`src/rtl/gcd_pkg.sv`:
```
package gcd_pkg;

    localparam int unsigned GCD_W_DEFAULT = 16;

    // per-cycle action of either engine
    typedef enum logic [1:0] {
        ACT_IDLE   = 2'd0,
        ACT_REDUCE = 2'd1,
        ACT_TURN   = 2'd2
    } act_e;

endpackage

```
`src/rtl/gcd_eng_pair.sv`:
```
module gcd_eng_pair
    import gcd_pkg::*;
#(
    parameter int unsigned W = GCD_W_DEFAULT
) (
    input  logic         clk,
    input  logic         rst,
    input  logic         load,
    input  logic [W-1:0] in_p,
    input  logic [W-1:0] in_q,
    output logic [W-1:0] v0,
    output logic [W-1:0] v1,
    output logic         orient,
    output logic         fin
);

    logic         loaded_q;
    logic [W-1:0] view_p;
    logic [W-1:0] view_q;
    logic [W-1:0] diff_01;
    logic [W-1:0] diff_10;
    act_e         act;

    // view through the orientation bit, in the single engine's frame
    assign view_p  = orient ? v1 : v0;
    assign view_q  = orient ? v0 : v1;
    assign diff_01 = v0 - v1;
    assign diff_10 = v1 - v0;

    always_comb begin
        if (v0 == v1)             act = ACT_IDLE;
        else if (view_p < view_q) act = ACT_TURN;
        else                      act = ACT_REDUCE;
    end

    always_ff @(posedge clk) begin
        if (rst) begin
            v0       <= '0;
            v1       <= '0;
            orient   <= 1'b0;
            loaded_q <= 1'b0;
        end else if (load) begin
            v0       <= in_p;
            v1       <= in_q;
            orient   <= 1'b0;
            loaded_q <= 1'b1;
        end else begin
            unique case (act)
                ACT_TURN:   orient <= ~orient;
                ACT_REDUCE: begin
                    if (v0 > v1) v0 <= diff_01;
                    else         v1 <= diff_10;
                end
                default: ;
            endcase
        end
    end

    assign fin = loaded_q && (v0 == v1);

endmodule

```
`src/rtl/gcd_eng_single.sv`:
```
module gcd_eng_single
    import gcd_pkg::*;
#(
    parameter int unsigned W = GCD_W_DEFAULT
) (
    input  logic         clk,
    input  logic         rst,
    input  logic         load,
    input  logic [W-1:0] in_p,
    input  logic [W-1:0] in_q,
    output logic [W-1:0] v0,
    output logic [W-1:0] v1,
    output logic         hist,
    output logic         fin
);

    logic         loaded_q;
    logic [W:0]   diff_ext;
    act_e         act;

    // one subtractor; its borrow decides between reduce and exchange
    assign diff_ext = {1'b0, v0} - {1'b0, v1};

    always_comb begin
        if (v0 == v1)       act = ACT_IDLE;
        else if (diff_ext[W]) act = ACT_TURN;
        else                act = ACT_REDUCE;
    end

    always_ff @(posedge clk) begin
        if (rst) begin
            v0       <= '0;
            v1       <= '0;
            hist     <= 1'b0;
            loaded_q <= 1'b0;
        end else if (load) begin
            v0       <= in_p;
            v1       <= in_q;
            hist     <= 1'b0;
            loaded_q <= 1'b1;
        end else begin
            unique case (act)
                ACT_TURN: begin
                    v0   <= v1;
                    v1   <= v0;
                    hist <= ~hist;
                end
                ACT_REDUCE: v0 <= diff_ext[W-1:0];
                default: ;
            endcase
        end
    end

    assign fin = loaded_q && (v0 == v1);

endmodule

```
`src/rtl/gcd_lockstep.sv`:
```
module gcd_lockstep
    import gcd_pkg::*;
#(
    parameter int unsigned W = GCD_W_DEFAULT
) (
    input  logic         clk,
    input  logic         rst,
    input  logic         start,
    input  logic [W-1:0] op_p,
    input  logic [W-1:0] op_q,
    output logic         done,
    output logic [W-1:0] result,
    output logic [W-1:0] dbg_x,
    output logic [W-1:0] dbg_y,
    output logic         dbg_c,
    output logic [W-1:0] dbg_a,
    output logic [W-1:0] dbg_b,
    output logic         dbg_s
);

    logic fin_a;
    logic fin_b;

    gcd_eng_pair #(.W(W)) u_pair (
        .clk    (clk),
        .rst    (rst),
        .load   (start),
        .in_p   (op_p),
        .in_q   (op_q),
        .v0     (dbg_x),
        .v1     (dbg_y),
        .orient (dbg_c),
        .fin    (fin_a)
    );

    gcd_eng_single #(.W(W)) u_single (
        .clk  (clk),
        .rst  (rst),
        .load (start),
        .in_p (op_p),
        .in_q (op_q),
        .v0   (dbg_a),
        .v1   (dbg_b),
        .hist (dbg_s),
        .fin  (fin_b)
    );

    assign done   = fin_b;
    assign result = dbg_a;

endmodule

```
`config.mk`:
```
export PLATFORM = sky130hd
export DESIGN_NAME = gcd_lockstep
export DESIGN_NICKNAME = d
export VERILOG_FILES = /design/src/rtl/gcd_pkg.sv /design/src/rtl/gcd_eng_pair.sv /design/src/rtl/gcd_eng_single.sv /design/src/rtl/gcd_lockstep.sv
export SDC_FILE = /design/constraint.sdc
export NUM_CORES = 1
export LEC_CHECK = 0
export BUFFER_PORTS_ARGS = -buffer_cell sky130_fd_sc_hd__buf_2
export CAP_MARGIN = 40
export CORE_MARGIN = 2
export CORE_UTILIZATION = 40
export CTS_CLUSTER_DIAMETER = 120
export CTS_CLUSTER_SIZE = 24
export DETAILED_ROUTE_END_ITERATION = 8
export GPL_ROUTABILITY_DRIVEN = 0
export PLACE_DENSITY_LB_ADDON = 0.05
export SLEW_MARGIN = 20
export SYNTH_ARGS = -nofsm -noshare
export SYNTH_HDL_FRONTEND = slang
export SYNTH_SLANG_ARGS = --single-unit
export TNS_END_PERCENT = 20
```
`constraint.sdc`:
```
create_clock -name clk -period 9 [get_ports clk]
set_input_delay 0.45 -clock clk [delete_from_list [all_inputs] [get_ports clk]]
set_output_delay 0.45 -clock clk [all_outputs]
set_load 0.05 [all_outputs]
```
==> run metrics <==
met2 GRT Util=a little over two fifths; hold endpoint=u_single.v0[15]; Total Routing Usage GR=about a quarter; Setup violations, final=0; pin count of the biggest net entering global routing=58; Post-DP HPWL=16640 µm; Horiz. Die Dim=~130 µm; Slew headroom=47.35%; Post-synth EDFFs=0; Worst VDD drop=0.0002360 V; Via Count=approximately 6.6k; final WL=roughly 22000 µm; crit end category=flip-flop; Mean Syn Cell Area=7.449 µm²; Async S/R FF share, synth=0%; Seq cells post-synth=between 60 and 70; reg2reg start=u_single.v0[0]; Hold/Removal Path Class=input pin to flip-flop; commonest cells in the netlist=69 x inv_1, 67 x dfxtp_1, 66 x a21oi_1; Worst Tran Pin Value=between 700 and 800 ps; CP Class=flip-flop to flip-flop; share of cells above drive strength 1=approximately 18%; setup tns final=0 ps; post-CTS setup repair buffer count=0; GR Overflow Total=0; I/O Pins=approximately 120; H-tree lvl count=3; largest area contributor in the netlist=dfxtp_1; fin nets=994; Worst setup SP type=flip-flop; flop2flop setup slack=about 5300 ps; required time worst endpoint=between 9000 and 10000 ps; die footprint=16660 µm²; GRT met1 Usage=between 30% and 40%; num rows=45; Hold Startpoint=op_p[15]; Synth cell types=a little under 70; hold buffers post-CTS=0; initial DRC count=~530; CTS tree=yes; Worst-path clk slew=roughly 60 ps; run status=complete, no violations; Pleak=3.175 nW; Fin. Hold Viols=0; sequential share of the synthesized area=between 20% and 30%; clk sinks=67; PD cells=around 450 nW/µm²; CP Max Fanout=16; Mapped Area=approximately 6300 µm²; antenna violation net count after detailed routing=0; R2R depth=12; worst flop-to-flop path endpoint=u_single.v1[8]; fill cell count=around 1.6k; Final Slew Violations=0; ys flop type=dfxtp_1; number of antenna diodes=0; Tcrit/Tclk final=between 40% and 50%; Inserted Clock Buffers=9; fmax=around 270 MHz; Skew-Pair Late Insertion Delay=330 ps; Max Cap Violations=0; Clock Skew=around 9.6 ps; drt drc=0; top cells by area, synth=dfxtp_1 21%, ha_1 9.6%, a21oi_1 5.3%; syn_nets=926; grt peak-use layer=met2; GR Util met3=between 2 and 3%; initial antenna violation count=0; Cells after Synth=840; vias in the first global route=6245; unrepaired setup endpoints after global routing=false; Worst EP arrival=~4000 ps; Starting Density=41.01%; most common cell in the netlist=inv_1; share of the synthesized area in the top cell type=between 20% and 30%; Chip Height=between 100 and 150 µm; Hold WS=369.2 ps; DR pass1 iterations=5; YS warnings=0; post-CTS resize count=0; CTS max path bufs=2; Root Driver=clkbuf_16; WL/cell=between 15 and 20 µm; Buffers on Ports=approximately 120; Final Critical Period=3730 ps; first-pass GRT wire length=34280 µm; area grow syn2layout=15.06%; drt via density=approximately 5.9; Core ar.=15260 µm²; WHS Path Cells=3
==> cell type report <==
class	count	area, µm²	share of cell area [%]
Tap cell	211	264.0	3.667
Clock buffer	12	256.5	3.563
Inverter	75	281.5	3.910
Multi-Input combinational cell	626	4289	59.58
Sequential cell	67	1341	18.63
Timing Repair Buffer	129	742.0	10.31
Clock inverter	4	25.02	0.3476
==> metrics by stage <==
step	power (mW)	cell area (µm²)	worst slack, ps	util, %	instances
6_report	3.234	7199	5270	47.18	1124
4_1_cts	3.214	7184	5304	47.08	1122
3_3_place_gp	2.773	6784	5265	44.46	1099
2_1_floorplan	2.293	6257	5710	-	840
3_5_place_dp	2.870	6903	5331	45.24	1106
5_1_grt	3.479	7199	5019	47.18	1124
==> cell families after synthesis <==
group,synth area share [%]
compound gates,33.41
xor+xnor,4.619
simple gates,18.66
mux,1.300
fa+ha+maj,10.56
buf+inv,10.02
flops,21.44
==> registers in the layout, summed over array words and instances (netlist names) <==
| name | count |
|---|---|
| u_single.loaded_q | 1 |
| u_pair.orient | 1 |
| u_pair.v1 | 16 |
| u_pair.v0 | 16 |
| u_single.v1 | 16 |
| u_single.v0 | 16 |
| u_single.hist | 1 |
==> layout by cell type (no fill, tap or decap), types with 22 or more instances in the layout <==
cell and count:
nand2_1 60, o21ai_0 37, a21oi_1 66, buf_2 117, dfxtp_1 67, ha_1 48
nand4_1 35, a31oi_1 22, o21ai_1 22, xnor2_1 26, nor2_1 58, inv_1 69
==> layer usage <==
| layer | share of wire (%) | vias up |
|---|---|---|
| met4 | 1.5 | 0 |
| met3 | 4.9 | 16 |
| met1 | 47 | 3140 |
| li1 | - | 3213 |
| met2 | 46 | 213 |
| met5 | 0 | - |
==> where the power goes <==
part           switching [mW]  internal [mW]
combinational            1.55          0.839
sequential              0.133          0.376
clock                   0.130          0.201
==> worst max-delay path, cell delays in order (launching register included) <==
cell and delay (ps):
dfxtp_1 330, inv_1 80, ha_1 160, inv_1 50, fa_1 420, a211oi_1 320
o21ai_1 120, o211ai_1 190, a21oi_1 180, a221oi_1 710, nand2_1 650, o21ai_1 300
a21boi_1 90
==> how the worst max path moves through the flow <==
stage / start / to / depth (start not counted)
floorplan: u_pair.v0[1] / u_pair.v1[15] / 11
global placement: u_pair.v0[5] / u_pair.v0[5] / 10
detailed placement: u_single.v0[0] / u_single.v1[4] / 12
CTS: u_single.v0[0] / u_single.v1[4] / 12
global route: u_pair.v0[5] / u_pair.v1[14] / 11
finish: u_single.v0[0] / u_single.v1[8] / 12
Note: power is estimated with default switching activity, not from simulation.
